$ cat config.mk
export PLATFORM = sky130hd
export DESIGN_NAME = ext_char_uart_tx
export DESIGN_NICKNAME = d
export VERILOG_FILES = /design/src/rtl/wct_pkg.sv /design/src/rtl/wct_stage.sv /design/src/rtl/wct_shifter.sv /design/src/rtl/ext_char_uart_tx.sv
export SDC_FILE = /design/constraint.sdc
export NUM_CORES = 1
export LEC_CHECK = 0
export ABC_AREA = 1
export CORE_ASPECT_RATIO = 0.6
export CORE_MARGIN = 4
export CORE_UTILIZATION = 45
export CTS_CLUSTER_SIZE = 12
export DETAILED_ROUTE_END_ITERATION = 6
export PLACE_DENSITY = 0.78
export SETUP_SLACK_MARGIN = 0.1
export SYNTH_ARGS = -nofsm -noshare
export SYNTH_HDL_FRONTEND = slang
export SYNTH_HIERARCHICAL = 1
export SYNTH_SLANG_ARGS = --single-unit
export TNS_END_PERCENT = 10
$ cat constraint.sdc
create_clock -name clk_i -period 2.5 [get_ports clk_i]
set_input_delay 0.375 -clock clk_i [delete_from_list [all_inputs] [get_ports clk_i]]
set_output_delay 0.375 -clock clk_i [all_outputs]
set_load 0.01 [all_outputs]
$ cat src/rtl/wct_pkg.sv
`timescale 1ns/1ps
package wct_pkg;
    localparam int unsigned LOW_W   = 8;
    localparam int unsigned HI_W    = 2;
    localparam int unsigned DATA_W  = LOW_W + HI_W;
    localparam int unsigned FRAME_W = DATA_W + 2;
    localparam int unsigned CNT_W   = $clog2(FRAME_W + 1);

    typedef enum logic [1:0] {
        CHAR_8  = 2'd0,
        CHAR_9  = 2'd1,
        CHAR_10 = 2'd2
    } char_len_e;

    // the ten-bit setting wins over the nine-bit one
    function automatic char_len_e pick_len(input logic sel9, input logic sel10);
        if (sel10)     return CHAR_10;
        else if (sel9) return CHAR_9;
        else           return CHAR_8;
    endfunction

    function automatic logic [CNT_W-1:0] len_bits(input char_len_e len);
        case (len)
            CHAR_10: return CNT_W'(DATA_W);
            CHAR_9:  return CNT_W'(LOW_W + 1);
            default: return CNT_W'(LOW_W);
        endcase
    endfunction

    // start bit at position 0, data next, every slot past the data is a stop level
    function automatic logic [FRAME_W-1:0] build_frame(input logic [DATA_W-1:0] data,
                                                       input char_len_e len);
        logic [FRAME_W-1:0] f;
        logic [CNT_W-1:0]   n;
        n = len_bits(len);
        f = {1'b1, data, 1'b0};
        for (int i = 0; i < DATA_W; i++) begin
            if (CNT_W'(i) >= n) f[i+1] = 1'b1;
        end
        return f;
    endfunction
endpackage

$ cat src/rtl/wct_stage.sv
`timescale 1ns/1ps
module wct_stage
    import wct_pkg::*;
(
    input  logic              clk_i,
    input  logic              rst_ni,
    input  logic              ctl_wr_i,
    input  logic [HI_W-1:0]   ctl_hi_i,
    input  logic              dat_wr_i,
    input  logic              dat_wide_i,
    input  logic [DATA_W-1:0] dat_i,
    input  logic              take_i,
    output logic [DATA_W-1:0] buf_data_o,
    output logic              buf_empty_o
);
    typedef struct packed {
        logic [LOW_W-1:0] low;
        logic [HI_W-1:0]  hi;
        logic             empty;
    } stage_t;

    stage_t st_d, st_q;

    always_comb begin
        st_d = st_q;
        if (take_i)   st_d.empty = 1'b1;
        if (ctl_wr_i) st_d.hi    = ctl_hi_i;
        if (dat_wr_i) begin
            st_d.low   = dat_i[LOW_W-1:0];
            st_d.empty = 1'b0;
            if (dat_wide_i) st_d.hi = dat_i[DATA_W-1:LOW_W];
        end
    end

    always_ff @(posedge clk_i or negedge rst_ni) begin
        if (!rst_ni) st_q <= '{low: '0, hi: '0, empty: 1'b1};
        else         st_q <= st_d;
    end

    assign buf_data_o  = {st_q.hi, st_q.low};
    assign buf_empty_o = st_q.empty;

    p_empty_falls_on_write_r8: assert property (@(posedge clk_i) disable iff (!rst_ni)
        dat_wr_i |=> !buf_empty_o);
    p_empty_rises_on_take_r8: assert property (@(posedge clk_i) disable iff (!rst_ni)
        (take_i && !dat_wr_i) |=> buf_empty_o);
    p_upper_bits_persist_r5: assert property (@(posedge clk_i) disable iff (!rst_ni)
        (!ctl_wr_i && !(dat_wr_i && dat_wide_i)) |=> $stable(buf_data_o[DATA_W-1:LOW_W]));
    p_low_byte_hold_r3: assert property (@(posedge clk_i) disable iff (!rst_ni)
        !dat_wr_i |=> $stable(buf_data_o[LOW_W-1:0]));
endmodule

$ cat src/rtl/wct_shifter.sv
`timescale 1ns/1ps
module wct_shifter
    import wct_pkg::*;
(
    input  logic              clk_i,
    input  logic              rst_ni,
    input  logic              baud_tick_i,
    input  logic              mode9_i,
    input  logic              mode10_i,
    input  logic              have_data_i,
    input  logic [DATA_W-1:0] data_i,
    output logic              take_o,
    output logic              txd_o,
    output logic              busy_o
);
    typedef struct packed {
        logic [FRAME_W-1:0] frame;
        logic [CNT_W-1:0]   left;
        logic               busy;
    } shift_t;

    shift_t    sh_d, sh_q;
    char_len_e len_sel;
    logic      last_bit;
    logic      take;

    always_comb begin
        len_sel  = pick_len(mode9_i, mode10_i);
        last_bit = sh_q.busy && baud_tick_i && (sh_q.left == CNT_W'(1));
        take     = have_data_i && (!sh_q.busy || last_bit);
        sh_d     = sh_q;
        if (take) begin
            sh_d.frame = build_frame(data_i, len_sel);
            sh_d.left  = len_bits(len_sel) + CNT_W'(2);
            sh_d.busy  = 1'b1;
        end else if (sh_q.busy && baud_tick_i) begin
            sh_d.frame = {1'b1, sh_q.frame[FRAME_W-1:1]};
            sh_d.left  = sh_q.left - CNT_W'(1);
            if (last_bit) sh_d.busy = 1'b0;
        end
    end

    always_ff @(posedge clk_i or negedge rst_ni) begin
        if (!rst_ni) sh_q <= '{frame: '1, left: '0, busy: 1'b0};
        else         sh_q <= sh_d;
    end

    assign take_o = take;
    assign busy_o = sh_q.busy;
    assign txd_o  = sh_q.busy ? sh_q.frame[0] : 1'b1;

    p_start_low_after_load_r2: assert property (@(posedge clk_i) disable iff (!rst_ni)
        take_o |=> !txd_o);
    p_stop_level_at_end_r2: assert property (@(posedge clk_i) disable iff (!rst_ni)
        last_bit |-> txd_o);
    p_line_moves_on_tick_r7: assert property (@(posedge clk_i) disable iff (!rst_ni)
        !$stable(txd_o) |-> ($past(baud_tick_i) || $past(take_o)));
endmodule

$ cat src/rtl/ext_char_uart_tx.sv
`timescale 1ns/1ps
module ext_char_uart_tx
    import wct_pkg::*;
(
    input  logic              clk_i,
    input  logic              rst_ni,
    input  logic              baud_tick_i,
    input  logic              mode9_i,
    input  logic              mode10_i,
    input  logic              ctl_wr_i,
    input  logic [HI_W-1:0]   ctl_hi_i,
    input  logic              dat_wr_i,
    input  logic              dat_wide_i,
    input  logic [DATA_W-1:0] dat_i,
    output logic              txd_o,
    output logic              buf_empty_o,
    output logic              tx_complete_o
);
    logic [DATA_W-1:0] buf_data;
    logic              buf_empty;
    logic              take;
    logic              busy;

    wct_stage u_stage (
        .clk_i       (clk_i),
        .rst_ni      (rst_ni),
        .ctl_wr_i    (ctl_wr_i),
        .ctl_hi_i    (ctl_hi_i),
        .dat_wr_i    (dat_wr_i),
        .dat_wide_i  (dat_wide_i),
        .dat_i       (dat_i),
        .take_i      (take),
        .buf_data_o  (buf_data),
        .buf_empty_o (buf_empty)
    );

    wct_shifter u_shift (
        .clk_i       (clk_i),
        .rst_ni      (rst_ni),
        .baud_tick_i (baud_tick_i),
        .mode9_i     (mode9_i),
        .mode10_i    (mode10_i),
        .have_data_i (!buf_empty),
        .data_i      (buf_data),
        .take_o      (take),
        .txd_o       (txd_o),
        .busy_o      (busy)
    );

    assign buf_empty_o   = buf_empty;
    assign tx_complete_o = buf_empty && !busy;

    p_complete_line_high_r9: assert property (@(posedge clk_i) disable iff (!rst_ni)
        tx_complete_o |-> txd_o);
endmodule

==> impl_metrics.tcl <==
set metrics [dict create \
    status "finished clean" \
    cts-resized-gates 0 \
    skew_ns 0.00413 \
    yosysSeqAreaShare_pct 48.9 \
    dr.pass1.iters 4 \
    start_util_pct 48.2 \
    cts_tree "built" \
    via_per_inst 4.43 \
    die_x_um 80.3 \
    hold_buffers 0 \
    maxSlewViolCount 0 \
    grt_usage_pct 14.5 \
    rrSetupSlack_ns 0.88 \
    hold-worst-slack_ns 0.470 \
    clock-sinks 27 \
    grt_first_pass_wirelength_mm 4.60 \
    io_buffer_count 22 \
    diodes 0 \
    r2r-end "u_shift/sh_q[8]" \
    drv_cap 0 \
    instances_no_fill 249 \
    fin_total_pwr_mw 1.56 \
    multi_input_area_um2 553 \
    wl_mm 2.68 \
    synth-seq-cells 27 \
    power.density_nw_per_um2 921 \
    drive_gt1_share_pct 13.0 \
    drt_iter0_markers 79 \
    hpwl_mm 1.89 \
    worst_pin_slew_ns 0.792 \
    crit_fanout 14 \
    clk_latency_ns 0.27 \
    cts_root_buf "clkbuf_8" \
    cp_cell_sequence "inv_2 > nor2_2 > clkdlybuf4s50_1" \
    crit_required_ns 2.12 \
    reg2reg_from "u_stage/buf_empty_o" \
    fp-row-count 15 \
    core-area_um2 2930 \
    path_clk_slew_ns 0.09 \
    ant_nets 0 \
    place.gp.congestion 0.813 \
    critPathCaptureType "output pin" \
    worstSetupStartpoint "u_stage/buf_empty_o" \
    post-route-period-util_pct 79.2 \
    grtUsageMet3_pct 4.93 \
    rsz0062_at_grt "no" \
    syn2layout_area_growth_pct 19.8 \
    io-pin-count 23 \
    grt.overflow.total 0 \
    syn-instance-count 186 \
    synth_cell_types 23 \
    slowest_delay_ns 0.56 \
    finalHoldViolations 0 \
    crit_type "reg2out" \
    syn_nets 208 \
    post_drt_wl_per_cell_um 10.7 \
    nets 230 \
    hp-class "in2async" \
    grtUsageMet2_pct 22.1 \
    maxSlewHeadroom_pct 46.2 \
    critPathTopFamily "buffers and inverters" \
    slowest_stage "dfstp_2" \
    num_vias 1104 \
    yosys_warnings 6 \
    r2r_cells 4 \
    grt_pass1_vias 1026 \
    antenna_found_initial 0 \
    fill_cells 307 \
    h-tree-depth 1 \
    dp_cells 245 \
    syn_area_um2 1410 \
    grt_max_degree 28 \
    top_usage_layer "met2" \
    clock.fmax_ghz 0.505 \
    clockBufferDepth 2 \
    synth_area_per_cell_um2 7.59 \
    crit_arrival_ns 1.60 \
    numCtsBuffers 3 \
    die_h_um 51.4 \
    ir_drop_v 0.000335 \
    regArea_um2 691 \
    start_kind "register" \
    dieArea_um2 4130 \
    grt_use_met1_pct 20.4 \
    post-cts-setup-buffer-count 0 \
    final-setup-viol-count 0 \
    finalSetupTns_ns 0 \
    p_leak_nw 0.882 \
    period_needed_ns 1.98 \
    route.detailed.drc 0 \
    cp_num_buf_inv 2 \
]
==> worst register-to-register path, cell delays in order, from the launching register on <==
cell	delay, ns
dfstp_2	0.56
inv_2	0.13
mux2i_2	0.66
nand2_1	0.12
nand2_1	0.11
==> report_power, final <==
group / total [mW] / switching (mW) / leakage (nW) / internal, mW
registers: 0.737 / 0.0931 / 0.303 / 0.644
logic: 0.574 / 0.343 / 0.553 / 0.232
clock network: 0.247 / 0.135 / 0.0255 / 0.112
==> worst max-delay path by stage <==
stage | to | slack, ns | cells past startpoint
6_report | tx_complete_o | 0.52 | 3
5_1_grt | tx_complete_o | 0.45 | 3
4_1_cts | tx_complete_o | 0.50 | 3
3_5_place_dp | u_stage/buf_empty_o | 0.65 | 9
3_3_place_gp | u_shift/sh_q[13] | 0.66 | 9
2_1_floorplan | u_stage/buf_empty_o | 1.24 | 11
==> cells in the mapped netlist, drive strengths merged <==
master   n  area share (%)
nand2   74              20
inv     31             8.2
nand3   20             7.1
dfrtp   15              27
dfstp   12              22
nor2    10             2.8
o21ai    9             3.5
buf      5             3.1
ha       2             1.8
or2      2            0.89
clkbuf   1            0.27
clkinv   1            0.35
mux2i    1            0.97
o21bai   1            0.53
xnor2    1            0.62
xor2     1            0.62
==> kinds of logic after synthesis <==
family / count (synthesis) / share of synthesized area (%)
adders and majority gates: 2 / 1.77
and+or+nand+nor: 106 / 31.2
AOI/OAI and AO/OA: 10 / 3.99
xor gates and xnor gates: 2 / 1.24
DFF: 27 / 48.9
buffers and inverters: 38 / 12.0
muxes: 1 / 0.974
==> registers in the layout (all words and copies together) (netlist names) <==
name	flops
u_stage/buf_empty_o	1
u_shift/sh_q	15
u_shift/busy_o	1
u_stage/buf_data_o	10
==> metal layers <==
layer  up-vias  share of wire [%]
met5         -                  0
met4         0               0.22
met3         2                7.5
met2        29                 41
met1       471                 52
li1        602                  -
==> area by class of cell <==
class / instances / area share (%)
Clock buffer: 3 / 2.44
Clock inverter: 1 / 0.296
Inverter: 32 / 7.17
Multi-Input combinational cell: 121 / 32.7
Sequential cell: 27 / 40.8
Tap cell: 42 / 3.11
Timing Repair Buffer: 23 / 13.5
==> through the flow <==
| step | utilization [%] | worst slack [ns] | area (um2) |
|---|---|---|---|
| 6_report | 57.8 | 0.521 | 1690 |
| 5_1_grt | 57.8 | 0.450 | 1690 |
| 4_1_cts | 57.8 | 0.503 | 1690 |
| 3_5_place_dp | 56.2 | 0.652 | 1650 |
| 3_3_place_gp | 56.2 | 0.660 | 1650 |
| 2_1_floorplan | - | 1.24 | 1410 |
==> placed cells by master (no fill, tap or decap) <==
cell / synthesis / routed
nand2_1: 70 / 70
or2_2: 1 / 1
nand3_1: 20 / 20
nor2_1: 9 / 9
o21ai_2: 1 / 1
o21ai_0: 5 / 5
inv_1: 30 / 30
buf_4: 0 / 1
nor2_2: 1 / 1
inv_2: 1 / 1
dfstp_2: 12 / 12
xor2_1: 1 / 1
o21ai_1: 3 / 3
ha_1: 2 / 2
clkdlybuf4s50_1: 0 / 22
xnor2_1: 1 / 1
dfrtp_1: 15 / 15
clkbuf_8: 0 / 3
mux2i_2: 1 / 1
clkinv_2: 1 / 2
or2_0: 1 / 1
nand2_2: 4 / 4
o21bai_1: 1 / 1
(Power assumes the default switching activity.)
